$ cat config.mk
export PLATFORM = sky130hd
export DESIGN_NAME = noise_lfsr_gen
export DESIGN_NICKNAME = d
export VERILOG_FILES = /design/src/rtl/noise_lfsr_pkg.sv /design/src/rtl/noise_tap_reg.sv /design/src/rtl/noise_step_timer.sv /design/src/rtl/noise_lfsr_core.sv /design/src/rtl/noise_lfsr_gen.sv
export SDC_FILE = /design/constraint.sdc
export NUM_CORES = 1
export LEC_CHECK = 0
export ABC_AREA = 1
export ABC_CLOCK_PERIOD_IN_PS = 3800
export BUFFER_PORTS_ARGS = -buffer_cell sky130_fd_sc_hd__buf_2
export CAP_MARGIN = 20
export CORE_MARGIN = 3
export CORE_UTILIZATION = 60
export CTS_BUF_LIST = sky130_fd_sc_hd__clkbuf_8
export CTS_CLUSTER_DIAMETER = 30
export DETAILED_ROUTE_END_ITERATION = 10
export HOLD_SLACK_MARGIN = 0.03
export MAX_ROUTING_LAYER = met4
export PLACE_DENSITY_LB_ADDON = 0.12
export SYNTH_ARGS = -nofsm -noshare
export SYNTH_HDL_FRONTEND = slang
export SYNTH_SLANG_ARGS = --single-unit
$ cat constraint.sdc
create_clock -name clk -period 3.8 [get_ports clk]
set_clock_uncertainty 0.05 [all_clocks]
set_input_delay 0.19 -clock clk [delete_from_list [all_inputs] [get_ports clk]]
set_output_delay 0.19 -clock clk [all_outputs]
set_load 0.005 [all_outputs]
$ cat src/rtl/noise_lfsr_pkg.sv
package noise_lfsr_pkg;
  localparam int LFSR_W = 15;
  localparam int TAP_W  = 3;
  localparam int FB_BIT = 7;

  typedef logic [LFSR_W-1:0] lfsr_t;
  typedef logic [TAP_W-1:0]  tap_code_t;

  // Register bit compared against bit FB_BIT for each tap code.
  function automatic int unsigned tap_index(tap_code_t code);
    case (code)
      3'd0:    return 14;
      3'd1:    return 10;
      3'd2:    return 13;
      3'd3:    return 4;
      3'd4:    return 8;
      3'd5:    return 6;
      3'd6:    return 9;
      default: return 11;
    endcase
  endfunction

  // One advance: shift towards the top, inverted XOR feedback at the bottom.
  function automatic lfsr_t lfsr_step(lfsr_t cur, tap_code_t code);
    logic fb;
    fb = ~(cur[FB_BIT] ^ cur[tap_index(code)]);
    return {cur[LFSR_W-2:0], fb};
  endfunction
endpackage

$ cat src/rtl/noise_tap_reg.sv
module noise_tap_reg
  import noise_lfsr_pkg::*;
#(
  parameter int WDATA_W = 8,
  parameter int TAP_LSB = 4
) (
  input  logic               clk,
  input  logic               rst_n,
  input  logic               wr,
  input  logic [WDATA_W-1:0] wdata,
  output tap_code_t          tap_eff
);
  tap_code_t tap_q;
  tap_code_t field;
  logic      unused_ctl_bits;

  assign field           = wdata[TAP_LSB +: TAP_W];
  assign unused_ctl_bits = ^{wdata[WDATA_W-1:TAP_LSB+TAP_W], wdata[TAP_LSB-1:0]};

  always_ff @(posedge clk) begin
    if (!rst_n)  tap_q <= '0;
    else if (wr) tap_q <= field;
  end

  // A write takes effect for the seeding step in the same cycle.
  assign tap_eff = wr ? field : tap_q;
endmodule

$ cat src/rtl/noise_step_timer.sv
module noise_step_timer #(
  parameter int FREQ_W = 11,
  parameter int MUL    = 40,
  parameter int CNT_W  = 17
) (
  input  logic              clk,
  input  logic              rst_n,
  input  logic              en,
  input  logic              reload,
  input  logic [FREQ_W-1:0] freq,
  output logic              expire,
  output logic [CNT_W-1:0]  count
);
  function automatic logic [CNT_W-1:0] period_of(logic [FREQ_W-1:0] f);
    return CNT_W'(MUL * ((1 << FREQ_W) - int'(f)));
  endfunction

  logic [CNT_W-1:0] period;
  assign period = period_of(freq);
  assign expire = en && !reload && (count <= CNT_W'(1));

  always_ff @(posedge clk) begin
    if (!rst_n)      count <= '0;
    else if (reload) count <= period;
    else if (en) begin
      if (expire) count <= period;
      else        count <= count - CNT_W'(1);
    end
  end
endmodule

$ cat src/rtl/noise_lfsr_core.sv
module noise_lfsr_core
  import noise_lfsr_pkg::*;
(
  input  logic      clk,
  input  logic      rst_n,
  input  logic      seed,
  input  logic      advance,
  input  tap_code_t tap,
  output lfsr_t     lfsr_q,
  output logic      step_pulse
);
  always_ff @(posedge clk) begin
    if (!rst_n) begin
      lfsr_q     <= '0;
      step_pulse <= 1'b0;
    end else begin
      if (seed)         lfsr_q <= lfsr_step('0, tap);
      else if (advance) lfsr_q <= lfsr_step(lfsr_q, tap);
      step_pulse <= seed | advance;
    end
  end
endmodule

$ cat src/rtl/noise_lfsr_gen.sv
module noise_lfsr_gen
  import noise_lfsr_pkg::*;
#(
  parameter int FREQ_W  = 11,
  parameter int MUL     = 40,
  parameter int WDATA_W = 8,
  parameter int TAP_LSB = 4
) (
  input  logic               clk,
  input  logic               rst_n,
  input  logic               chan_en,
  input  logic [FREQ_W-1:0]  freq,
  input  logic               start,
  input  logic               tap_wr,
  input  logic [WDATA_W-1:0] tap_wdata,
  output logic               noise_bit,
  output logic               step_pulse
);
  localparam int CNT_W = $clog2(MUL * (2 ** FREQ_W) + 1);

  // Named internal events, visible to the bound checker.
  logic             seed_evt;
  logic             timer_expire;
  lfsr_t            lfsr_q;
  tap_code_t        tap_eff;
  logic [CNT_W-1:0] tmr_cnt;

  assign seed_evt = start | tap_wr;

  noise_tap_reg #(.WDATA_W(WDATA_W), .TAP_LSB(TAP_LSB)) u_tap (
    .clk(clk), .rst_n(rst_n), .wr(tap_wr), .wdata(tap_wdata), .tap_eff(tap_eff)
  );

  noise_step_timer #(.FREQ_W(FREQ_W), .MUL(MUL), .CNT_W(CNT_W)) u_timer (
    .clk(clk), .rst_n(rst_n), .en(chan_en), .reload(start), .freq(freq),
    .expire(timer_expire), .count(tmr_cnt)
  );

  noise_lfsr_core u_core (
    .clk(clk), .rst_n(rst_n), .seed(seed_evt), .advance(timer_expire),
    .tap(tap_eff), .lfsr_q(lfsr_q), .step_pulse(step_pulse)
  );

  assign noise_bit = lfsr_q[0];
endmodule

==> qor.csv <==
metric;value;unit
status;completed;
clock-sinks;36;
post-cts-setup-buffers;0;
grt_pass1_vias;2640;
synth_seq_cells;36;
switching_share;37.3;%
rsz0062_at_grt;no;
hold_viol_final;0;
slew_viol_final;0;
syn2layout_area_growth;7.35;%
nets;518;
grt_usage;24.2;%
dr.pass1.iters;4;
dpl.cell_count;532;
synth_top_cell_area_share;23.8;%
antenna_found_initial;0;
yosys_warnings;0;
seq_area;721;sq um
relSlewSlack;46.4;%
powerDensity;360;nW/um^2
gp_congestion;0.935;
r2r-start;u_timer.count[8];
synth_area;3030;sq um
grt_max_degree;33;
seqPwrFrac;37.1;%
cts.clk_slew.worst_paths;0.07;ns
critPathLaunch;freq[0];
gr-total-overflow;0;
totalWireLength;6410;um
critical_path_class;input pin to register;
grt_pass1_wl;11700;um
start_kind;input pin;
io_buffers;20;
p_clk_share;24.9;%
cp.arrival;2.90;ns
insertion_delay;0.28;ns
place_hpwl;5020;um
dieWidth;77.1;um
avgViaCountPerCell;5.28;
min-delay-path-class;input pin to register;
ff2ff_path_depth;12;
crit_end;u_timer.count[12];
cts_root_buf;clkbuf_8;
netlist_top_cells_area;dfxtp_1 (24%), nand2_1 (11%), ha_1 (8.7%);
rr_endpoint;u_timer.count[11];
switchingPower;437;uW
post_cts_resized;0;
drc_errors;0;
max_freq;359;MHz
synth_nets;499;
comb_power_share;38.0;%
core_area;4820;sq um
antenna_cells;0;
cp_max_fo;5;
synth_top_cell_by_area;dfxtp_1;
numCtsBuffers;5;
p_leak;0.00153;uW
hold_start;rst_n;
num_vias;2844;
avgSynthCellArea;6.69;sq um
cts.path.max_buffers;2;
worst_pin_slew;0.801;ns
die_y;77.1;um
detail_route.wl_per_cell;11.9;um
io_pins;26;
cts_htree_levels;2;
fillers;450;
drt_iter0_markers;216;
rows;25;
fp.dieArea;5940;sq um
cap_violations;0;
ir_drop;0.181;mV
setup_total_negative_slack;0;ns
drive_gt1_share;13.1;%
cts_tree;done;
ff2ff_setup_slack;1.85;ns
cts_hold_buf;0;
ant_nets;0;
synth.distinct_cells;41;
instances_no_fill;539;
cp.required;3.91;ns
p_int;734;uW
multi_input_area;1980;sq um
synth_seq_area_share;23.8;%
finalSetupViolations;0;
start_util;62.9;%
period_minus_slack;2.79;ns
cp-end-kind;register;
synthCells;453;
finalCritPeriodShare;73.3;%
worst min-delay path by stage:
stage | cells past startpoint | to | slack [ns]
3_5_place_dp | 2 | u_core.lfsr_q[14] | 0.41
5_1_grt | 3 | u_timer.count[14] | 0.18
4_1_cts | 3 | u_timer.count[14] | 0.14
2_1_floorplan | 2 | u_core.lfsr_q[0] | 0.24
3_3_place_gp | 2 | u_core.lfsr_q[14] | 0.40
6_report | 3 | u_timer.count[14] | 0.16
per-stage QoR:
step	area, sq um	hold WS (ns)	power [uW]	util [%]	setup WS [ns]
finish	3250	0.156	1170	67.6	1.01
global route	3250	0.175	1260	67.6	0.776
CTS	3250	0.143	1170	67.6	1.01
detailed placement	3160	0.412	881	65.6	0.725
global placement	3160	0.398	872	65.6	0.737
floorplan	3030	0.238	791	-	1.11
area by class of cell:
type	instances	share of cell area (%)
Clock buffer	7	2.96
Inverter	73	8.50
Multi-Input combinational cell	336	60.7
Sequential cell	36	22.1
Tap cell	67	2.58
Timing Repair Buffer	20	3.08
synthesized netlist by cell type (all sizes together):
cell type	count
a211oi	7
a21o	2
a21oi	27
a31oi	9
a41oi	1
and2	1
buf	5
clkbuf	3
clkinv	1
dfxtp	36
fa	1
ha	21
inv	72
nand2	102
nand3	39
nand3b	2
nand4	4
nor2	52
nor3	10
nor3b	1
o211ai	2
o21ai	18
o21bai	1
o221ai	1
o22ai	1
o31ai	1
xnor2	8
xor2	25
flip-flops by register name, summed over array words and instances (netlist names):
| name | flops |
|---|---|
| u_core.lfsr_q | 15 |
| u_timer.count | 17 |
| u_tap.tap_q | 3 |
| u_core.step_pulse | 1 |
metal layers:
metal	global-route usage, %	part of all wire [%]	routed length (um)	up-vias
met5	-	0	0	-
met2	37.3	45	2850	89
met1	33.3	47	3030	1250
met3	4.81	7.5	478	6
li1	-	-	-	1499
met4	4.80	0.72	46	0
kinds of logic after synthesis:
| logic type | share of synthesized area, % |
|---|---|
| adder cells (fa/ha/maj) | 9.33 |
| XOR/XNOR | 9.53 |
| flip-flops | 23.8 |
| buffers and inverters | 11.0 |
| AO/OA/AOI/OAI | 13.5 |
| AND/OR/NAND/NOR | 32.9 |
power groups by stage:
stage               sequential [uW]  clock (uW)  combinational, uW
detailed placement              442           0                438
finish                          435         292                445
CTS                             434         299                443
global placement                442           0                430
global route                    438         313                512
floorplan                       436           0                355
cells in the final DEF (no fill, tap or decap), drive strengths merged, types with 2 or more instances in the layout:
master / instances
xnor2: 8
nor3: 10
nand2: 102
xor2: 25
o211ai: 2
nand3b: 2
a211oi: 7
a21o: 2
nand4: 4
nand3: 39
buf: 20
nor2: 52
o21ai: 18
clkbuf: 7
ha: 21
a21oi: 27
a31oi: 9
inv: 72
dfxtp: 36
critical path, stage by stage:
cell and delay, ns:
buf_2 0.15, inv_1 0.06, ha_1 0.16, nor3b_2 0.21, nand3b_1 0.15, xor2_1 0.28, inv_1 0.08, ha_1 0.30
ha_1 0.36, a21oi_1 0.17, nand2_1 0.11, a21oi_1 0.14, nor2_1 0.05, nor2_1 0.11, xor2_1 0.15, inv_1 0.05
a21oi_1 0.13, nor2_1 0.05
Note: power is estimated with default switching activity, not from simulation.
